$ cat src/rtl/cos_pkg.sv
package cos_pkg;
  localparam int COS_DEF_WIDTH = 8;
  localparam int COS_DEF_SYNC  = 2;

  typedef enum logic {
    ARM_WAIT = 1'b0,
    ARM_LIVE = 1'b1
  } arm_state_e;
endpackage

$ cat src/rtl/cos_sync.sv
module cos_sync #(
  parameter int WIDTH  = cos_pkg::COS_DEF_WIDTH,
  parameter int STAGES = cos_pkg::COS_DEF_SYNC
) (
  input  logic             clk,
  input  logic             rst,
  input  logic [WIDTH-1:0] async_i,
  output logic [WIDTH-1:0] sync_o
);
  logic [WIDTH-1:0] chain [STAGES];

  generate
    for (genvar s = 0; s < STAGES; s++) begin : g_stage
      if (s == 0) begin : g_first
        always_ff @(posedge clk) begin
          if (rst) chain[s] <= '0;
          else     chain[s] <= async_i;
        end
      end else begin : g_next
        always_ff @(posedge clk) begin
          if (rst) chain[s] <= '0;
          else     chain[s] <= chain[s-1];
        end
      end
    end
  endgenerate

  assign sync_o = chain[STAGES-1];
endmodule

$ cat src/rtl/cos_change_latch.sv
module cos_change_latch #(
  parameter int WIDTH      = cos_pkg::COS_DEF_WIDTH,
  parameter int ARM_CYCLES = cos_pkg::COS_DEF_SYNC + 1
) (
  input  logic             clk,
  input  logic             rst,
  input  logic [WIDTH-1:0] sync_i,
  input  logic             rd_clr_i,
  output logic [WIDTH-1:0] change_o,
  output logic [WIDTH-1:0] flags_o
);
  import cos_pkg::*;

  localparam int CW = $clog2(ARM_CYCLES + 1);
  localparam logic [CW-1:0] ARM_LAST = CW'(ARM_CYCLES - 1);

  logic [WIDTH-1:0] prev_q;
  logic [WIDTH-1:0] flags_q;
  logic [CW-1:0]    arm_cnt_q;
  arm_state_e       arm_q;

  // Hold off detection until the synchronizer and previous-value
  // register have both absorbed the post-reset input levels.
  always_ff @(posedge clk) begin
    if (rst) begin
      arm_cnt_q <= '0;
      arm_q     <= ARM_WAIT;
    end else if (arm_q == ARM_WAIT) begin
      arm_cnt_q <= arm_cnt_q + 1'b1;
      if (arm_cnt_q == ARM_LAST) arm_q <= ARM_LIVE;
    end
  end

  always_ff @(posedge clk) begin
    if (rst) prev_q <= '0;
    else     prev_q <= sync_i;
  end

  assign change_o = (arm_q == ARM_LIVE) ? (sync_i ^ prev_q) : '0;

  always_ff @(posedge clk) begin
    if (rst)           flags_q <= '0;
    else if (rd_clr_i) flags_q <= change_o;
    else               flags_q <= flags_q | change_o;
  end

  assign flags_o = flags_q;

  AST_FLAGS_STICKY: assert property (@(posedge clk) disable iff (rst)
    !rd_clr_i |=> (($past(flags_q) & ~flags_q) == '0));
  AST_READ_KEEPS_NEW: assert property (@(posedge clk) disable iff (rst)
    rd_clr_i |=> (flags_q == $past(change_o)));
  AST_NO_FLAG_WHILE_ARMING: assert property (@(posedge clk) disable iff (rst)
    (arm_q == ARM_WAIT && !$past(rst) && $past(flags_q) == '0) |-> (flags_q == '0));
endmodule

$ cat src/rtl/cos_irq_drive.sv
module cos_irq_drive #(
  parameter int WIDTH = cos_pkg::COS_DEF_WIDTH
) (
  input  logic             clk,
  input  logic             rst,
  input  logic [WIDTH-1:0] flags_i,
  input  logic             mask_wr_i,
  input  logic [WIDTH-1:0] mask_i,
  output logic [WIDTH-1:0] mask_o,
  output logic             irq_oe_o
);
  logic [WIDTH-1:0] mask_q;
  logic             oe_q;
  logic [WIDTH-1:0] hit;

  always_ff @(posedge clk) begin
    if (rst)            mask_q <= '0;
    else if (mask_wr_i) mask_q <= mask_i;
  end

  assign hit = flags_i & mask_q;

  always_ff @(posedge clk) begin
    if (rst) oe_q <= 1'b0;
    else     oe_q <= |hit;
  end

  assign mask_o   = mask_q;
  assign irq_oe_o = oe_q;

  AST_MASK_LOADED: assert property (@(posedge clk) disable iff (rst)
    mask_wr_i |=> (mask_q == $past(mask_i)));
  AST_HOLD_WITHOUT_WRITE: assert property (@(posedge clk) disable iff (rst)
    !mask_wr_i |=> $stable(mask_q));
endmodule

$ cat src/rtl/cos_irq_top.sv
module cos_irq_top #(
  parameter int WIDTH       = cos_pkg::COS_DEF_WIDTH,
  parameter int SYNC_STAGES = cos_pkg::COS_DEF_SYNC
) (
  input  logic             clk,
  input  logic             rst,
  input  logic [WIDTH-1:0] stat_i,
  input  logic             mask_wr_i,
  input  logic [WIDTH-1:0] mask_i,
  input  logic             rd_req_i,
  output logic [WIDTH-1:0] rd_data_o,
  output logic             rd_valid_o,
  output logic             irq_oe_o,
  output logic             irq_n_o
);
  localparam int ARM_CYCLES = SYNC_STAGES + 1;

  logic [WIDTH-1:0] sync_w;
  logic [WIDTH-1:0] change_w;
  logic [WIDTH-1:0] flags_w;
  logic [WIDTH-1:0] mask_w;
  logic             oe_w;
  logic [WIDTH-1:0] rd_data_q;
  logic             rd_valid_q;

  cos_sync #(.WIDTH(WIDTH), .STAGES(SYNC_STAGES)) u_sync (
    .clk     (clk),
    .rst     (rst),
    .async_i (stat_i),
    .sync_o  (sync_w)
  );

  cos_change_latch #(.WIDTH(WIDTH), .ARM_CYCLES(ARM_CYCLES)) u_latch (
    .clk      (clk),
    .rst      (rst),
    .sync_i   (sync_w),
    .rd_clr_i (rd_req_i),
    .change_o (change_w),
    .flags_o  (flags_w)
  );

  cos_irq_drive #(.WIDTH(WIDTH)) u_drive (
    .clk       (clk),
    .rst       (rst),
    .flags_i   (flags_w),
    .mask_wr_i (mask_wr_i),
    .mask_i    (mask_i),
    .mask_o    (mask_w),
    .irq_oe_o  (oe_w)
  );

  // Read port: capture the flags present at the read edge.
  always_ff @(posedge clk) begin
    if (rst) begin
      rd_data_q  <= '0;
      rd_valid_q <= 1'b0;
    end else begin
      rd_valid_q <= rd_req_i;
      if (rd_req_i) rd_data_q <= flags_w;
    end
  end

  assign rd_data_o  = rd_data_q;
  assign rd_valid_o = rd_valid_q;
  // Open-drain: the pad only ever pulls low; the pull-up gives the high level.
  assign irq_oe_o   = oe_w;
  assign irq_n_o    = ~oe_w;

  AST_EDGE_CAPTURED: assert property (@(posedge clk) disable iff (rst)
    (change_w != '0) |=> ((flags_w & $past(change_w)) == $past(change_w)));
  AST_PENDING_PULLS_LOW: assert property (@(posedge clk) disable iff (rst)
    ((flags_w & mask_w) != '0) |=> !irq_n_o);
  AST_NOTHING_PENDING_RELEASES: assert property (@(posedge clk) disable iff (rst)
    ((flags_w & mask_w) == '0) |=> irq_n_o);
  AST_RD_VALID_PULSE: assert property (@(posedge clk) disable iff (rst)
    rd_valid_o |-> $past(rd_req_i));
  AST_OPEN_DRAIN_LEVEL: assert property (@(posedge clk) disable iff (rst)
    irq_n_o != irq_oe_o);
endmodule

$ cat config.mk
export PLATFORM = sky130hd
export DESIGN_NAME = cos_irq_top
export DESIGN_NICKNAME = d
export VERILOG_FILES = /design/src/rtl/cos_pkg.sv /design/src/rtl/cos_sync.sv /design/src/rtl/cos_change_latch.sv /design/src/rtl/cos_irq_drive.sv /design/src/rtl/cos_irq_top.sv
export SDC_FILE = /design/constraint.sdc
export NUM_CORES = 1
export LEC_CHECK = 0
export CAP_MARGIN = 20
export CORE_UTILIZATION = 50
export DETAILED_ROUTE_END_ITERATION = 8
export HOLD_SLACK_MARGIN = 0.12
export PLACE_DENSITY = 0.76
export SYNTH_ARGS = -nofsm -noshare
export SYNTH_HDL_FRONTEND = slang
export SYNTH_SLANG_ARGS = --single-unit
$ cat constraint.sdc
create_clock -name clk -period 1.9 [get_ports clk]
set_clock_uncertainty 0.1 [all_clocks]
set_input_delay 0.475 -clock clk [delete_from_list [all_inputs] [get_ports clk]]
set_output_delay 0.475 -clock clk [all_outputs]
set_load 0.1 [all_outputs]
# Word-level counts from Yosys, hierarchy flattened
# Memories as Yosys holds them, arrays and structs flattened.
# Cells that the tools add are included.
[totals]
reg_bits = 37
mem_bits_rw = 16
inputBits = 20
out_inout_bits = 11
memories = 1
[memory_table]
columns = ["name", "depth", "word_bits", "read_ports", "rd_ports_with_merged_regs", "wr", "line", "rtl"]
rows = [
  ["u_sync.chain", 2, 8, 2, 0, 2, "cos_sync.sv:10", "logic [WIDTH-1:0] chain [STAGES];"],
]
[classes]
add_sub_neg = 1
n_eq_ne = 1
n_mux = 9
n_bitwise = 6
n_reduce_logical = 1
[ops]
columns = ["op", "count"]
rows = [
  ["2-to-1 mux 8 bit", 4],
  ["bitwise AND 8 bit", 1],
  ["bitwise OR 8 bit", 1],
  ["OR reduction 8 bit", 1],
  ["XOR 8 bit", 1],
  ["2-to-1 mux 1 bit", 5],
  ["adder 2 x 1 -> 2 bit (second input constant)", 1],
  ["equality test 2 bit (second input constant)", 1],
  ["bitwise OR 1 bit", 2],
  ["NOT 1 bit", 1],
]

# Logic depth before layout (Yosys ltp)
# Gate-level depths: netlist of run 1.
[logic_depth]
ltp_word = 4
ltp_mapped = 5

# Modules after synthesis
# From an unflattened synthesis of run 1, not the netlist that was laid out.
[hier_totals]
cells_unflattened = 168
hier_area_um2 = 1899.3
[modules_own_cells]
columns = ["module", "instances", "cells_per_inst", "area_per_inst_um2", "seq_area_each_um2"]
rows = [
  ["cos_change_latch", 1, 74, 773.2, 380.4],
  ["cos_sync", 1, 33, 464.2, 320.3],
  ["cos_irq_drive", 1, 32, 345.3, 180.2],
  ["cos_irq_top", 1, 29, 316.6, 180.2],
]

# Least setup slack after synthesis of run 1
# OpenSTA, ideal clock, no wires.
[synth_path]
path_type = "flip-flop to output port"
start = "register u_drive.oe_q, in the netlist u_drive.irq_oe_o"
end = "output irq_n_o"
t_arrival_ps = 1610
required_ps = 1325
path_slack_ps = -285
stages_incl_launch_ff = 2
path_buffers = 0
path_cell_list = "dfxtp_1 -> inv_1"
[synth_via]
elab_chain_len = 1
[synth_rtl]
columns = ["element", "line", "rtl"]
rows = [
  ["from (decl)", "cos_irq_drive.sv:13", "logic oe_q;"],
  ["from (signal assigned)", "cos_irq_drive.sv:25", "else oe_q <= |hit;"],
  ["NOT 1 bit", "cos_irq_top.sv:67", "assign irq_n_o = ~oe_w;"],
  ["to (decl)", "cos_irq_top.sv:14", "output logic irq_n_o"],
]
# No other way between the ends.

# Worst setup path after layout of run 1
# Ends and elaborated chain as after synthesis.

==> flow_summary_export.csv, run 1 <==
group,metric,value,unit
cells_and_area,fillers,259,
clocking,numClockSinks,53,
synth,synth_edf_count,0,
floorplan,num_rows,21,
drt,finalWirelength,2740,um
cells_and_area,multiInputGateArea,671,um2
synth,synth_top_area_share,0.584,
clocking,clockBufferDepth,2,
cells_and_area,regArea,1060,um2
timing,setup_violations,0,
placement,port_buffers,30,
cells_and_area,final_nets,217,
pwr,finalPower,0.00199,W
floorplan,fp.dieArea,3880,um2
flow_run,drv_cap,0,
critical_path,critPathRequiredTime,1.32,ns
drt,met3_length,148,um
grt,grt_pass1_vias,1124,
synth,synth_ff_type,"dfxtp_1",
drt,met1_length,1200,um
floorplan,ioPinCount,31,
timing,fin_crit_sh,0.851,
critical_path,reg2reg_depth,5,
drt,routed-wl-met2,1350,um
critical_path,rr_startpoint,"u_latch.arm_cnt_q[0]$_SDFFE_PP0N_",
drt,drc_errors,0,
critical_path,criticalPathCategory,"flop to output pin",
synth,yosysTopAreaCell,"dfxtp_1",
hold_path,min_path_type,"flop to flop",
clocking,post-cts-setup-buffers,0,
clocking,cts_hold_buf,0,
floorplan,fp.dieW,62.3,um
synth,synth_area,1820,um2
timing,fin_setup_tns,0,ns
drt,num_vias,1139,
timing,fin_crit,1.62,ns
critical_path,cp-start-kind,"flop",
drt,drt_iter0_drc,39,
floorplan,die_h,62.3,um
timing,worst_slack,0.283,ns
critical_path,end_kind,"output pin",
critical_path,path_max_fanout,2,
drt,highest_layer,"met4",
placement,dp_slack,0.117,ns
pwr,irDropWorstVdd,0.578,mV
critical_path,regToRegSetupSlack,0.79,ns
synth,syn_area_per_cell,10.9,um2
synth,ys_warn_count,0,
drt,ant_nets,0,
cells_and_area,drive_gt1_frac,0.162,
clocking,h-tree-depth,2,
floorplan,initial_core_util,0.532,
cells_and_area,insertedDiodeCount,0,
critical_path,r2r_end,"u_latch.arm_cnt_q[1]$_SDFFE_PP0N_",
cells_and_area,stdcell_count,243,
synth,synth_cell_type_count,16,
synth,ys_seq_area_frac,0.584,
placement,dp_cells,235,
clocking,cts.clk_slew.worst_paths,0.15,ns
synth,syn_nets,188,
run_status,outcome,"complete, no violations",
grt,grt_pass1_wl,4810,um
pwr,p_per_area,863,nW/um2
floorplan,core,3420,um2
timing,finalHoldViolCount,0,
critical_path,worstSetupStartpoint,"u_drive.irq_oe_o$_SDFF_PP0_",
synth,synthCells,167,
clocking,cts_resized,0,
drt,wire_per_inst,11.3,um
placement,place_hpwl,1950,um
synth,ys_ff_latch,53,
clocking,cts_buffers,5,
grt,grt_max_degree,34,
clocking,worstSkewPairLatency,0.37,ns
placement,gp_congestion,0.769,
timing,clock.fmax,0.619,GHz
synth,synth.area.top_cells,"dfxtp_1 58%, mux2i_1 8.8%, nor2b_1 8.6%",
synth,synth.most_common_cell,"dfxtp_1",
drt,via_per_inst,4.69,
timing,maxSlewViolCount,0,
clocking,root_buffer,"clkbuf_4",
grt,antenna_found_initial,0,
grt,grt_usage,0.160,
clocking,cts_tree,"done",
timing,rsz0062_at_grt,"no",
timing,worst_pin_slew,0.453,ns
synth,async_flop_share,0,
critical_path,cp_data_arrival_time,1.04,ns
pwr,p_leak,0.991,nW
drt,drt-pass1-iter-count,3,
timing,relSlewSlack,0.697,
cells_and_area,final_util,0.675,
grt,grt_overflow,0,
synth,synthTopCellsByCount,"53 x dfxtp_1, 29 x nor2_1, 25 x nor2b_1",
critical_path,crit_end,"irq_n_o",
cells_and_area,area_growth_syn_to_layout,27.0,%
## how the worst min path moves through the flow
stage / from / end / cells past startpoint
2_1_floorplan: u_sync.chain[0][0]$_SDFF_PP0_ / u_sync.chain[1][0]$_SDFF_PP0_ / 1
3_3_place_gp: u_sync.chain[0][5]$_SDFF_PP0_ / u_sync.chain[1][5]$_SDFF_PP0_ / 1
3_5_place_dp: u_sync.chain[0][0]$_SDFF_PP0_ / u_sync.chain[1][0]$_SDFF_PP0_ / 1
4_1_cts: u_sync.chain[0][7]$_SDFF_PP0_ / u_sync.chain[1][7]$_SDFF_PP0_ / 1
5_1_grt: u_sync.chain[0][5]$_SDFF_PP0_ / u_sync.chain[1][5]$_SDFF_PP0_ / 1
6_report: u_sync.chain[0][2]$_SDFF_PP0_ / u_sync.chain[1][2]$_SDFF_PP0_ / 1
## placed cells by master, fill, tap and decap left out
cell type	netlist	routed
a21oi_1	9	9
a22oi_1	4	4
a41oi_1	1	1
and2b_2	7	7
buf_12	1	13
buf_2	6	1
clkbuf_4	0	5
clkdlybuf4s50_1	0	18
clkinv_2	0	1
clkinvlp_4	0	2
dfxtp_1	53	52
dfxtp_2	0	1
ha_1	1	1
inv_1	2	1
inv_6	0	1
mux2i_1	16	16
nor2_1	29	29
nor2b_1	25	25
nor2b_2	1	1
xor2_1	9	9
## through the flow
stage	cell area [um2]	hold slack [ns]
6_report	2310	0.342
5_1_grt	2310	0.364
4_1_cts	2310	0.352
3_5_place_dp	2250	0.320
3_3_place_gp	2250	0.321
2_1_floorplan	1820	0.314
## power by group
part           switching [W]  internal, W  leakage (nW)
Sequential         0.0000587      0.00118         0.434
Combinational       0.000130     0.000133         0.525
Clock               0.000341     0.000147        0.0316
## flip-flops by register name (all words and copies together) (netlist names)
register and count:
u_latch.flags_o 8, rd_data_o 8, u_latch.arm_q 1, u_latch.arm_cnt_q 2
rd_valid_o 1, u_drive.mask_o 8, u_drive.irq_oe_o 1, u_latch.prev_q 8
u_sync.chain 16
## routing by layer
| metal | GRT usage | vias to the layer above |
|---|---|---|
| met5 | 0 | - |
| met1 | 0.174 | 511 |
| met2 | 0.280 | 28 |
| met4 | 0.0872 | 0 |
| li1 | - | 596 |
| met3 | 0.0441 | 4 |
## final cells by class
class,instances,share of cell area
clock buffer,5,0.0163
clock inverter,3,0.00922
inverter,2,0.00488
multi-input combinational,102,0.291
sequential,53,0.461
tap,46,0.0250
timing repair buffer,32,0.193
## logic make-up (layout without fill, tap and decap cells)
kind of cell,count (synthesis),count (layout),share of synthesized area
DFF,53,53,0.584
muxes,16,16,0.0882
buffers and inverters,12,42,0.0462
AOI/OAI and AO/OA,14,14,0.0462
adders and majority gates,1,1,0.00689
and+or+nand+nor,62,62,0.185
xor gates and xnor gates,9,9,0.0434
## critical path, cell delays in order, from the launching register on
cell,delay [ns]
dfxtp_2,0.41
clkinvlp_4,0.11
buf_12,0.17
Note: power is estimated with default switching activity, not from simulation.
==> run 2, diff against run 1 <==
--- a/config.mk
+++ b/config.mk
@@ -8,6 +8,7 @@
 export CAP_MARGIN = 20
 export CORE_UTILIZATION = 50
 export DETAILED_ROUTE_END_ITERATION = 8
+export GPL_ROUTABILITY_DRIVEN = 0
 export HOLD_SLACK_MARGIN = 0.12
 export PLACE_DENSITY = 0.76
 export SYNTH_ARGS = -nofsm -noshare
==> results of run 2 <==
The final DEF is identical to that of run 1; final timing and power are the same.
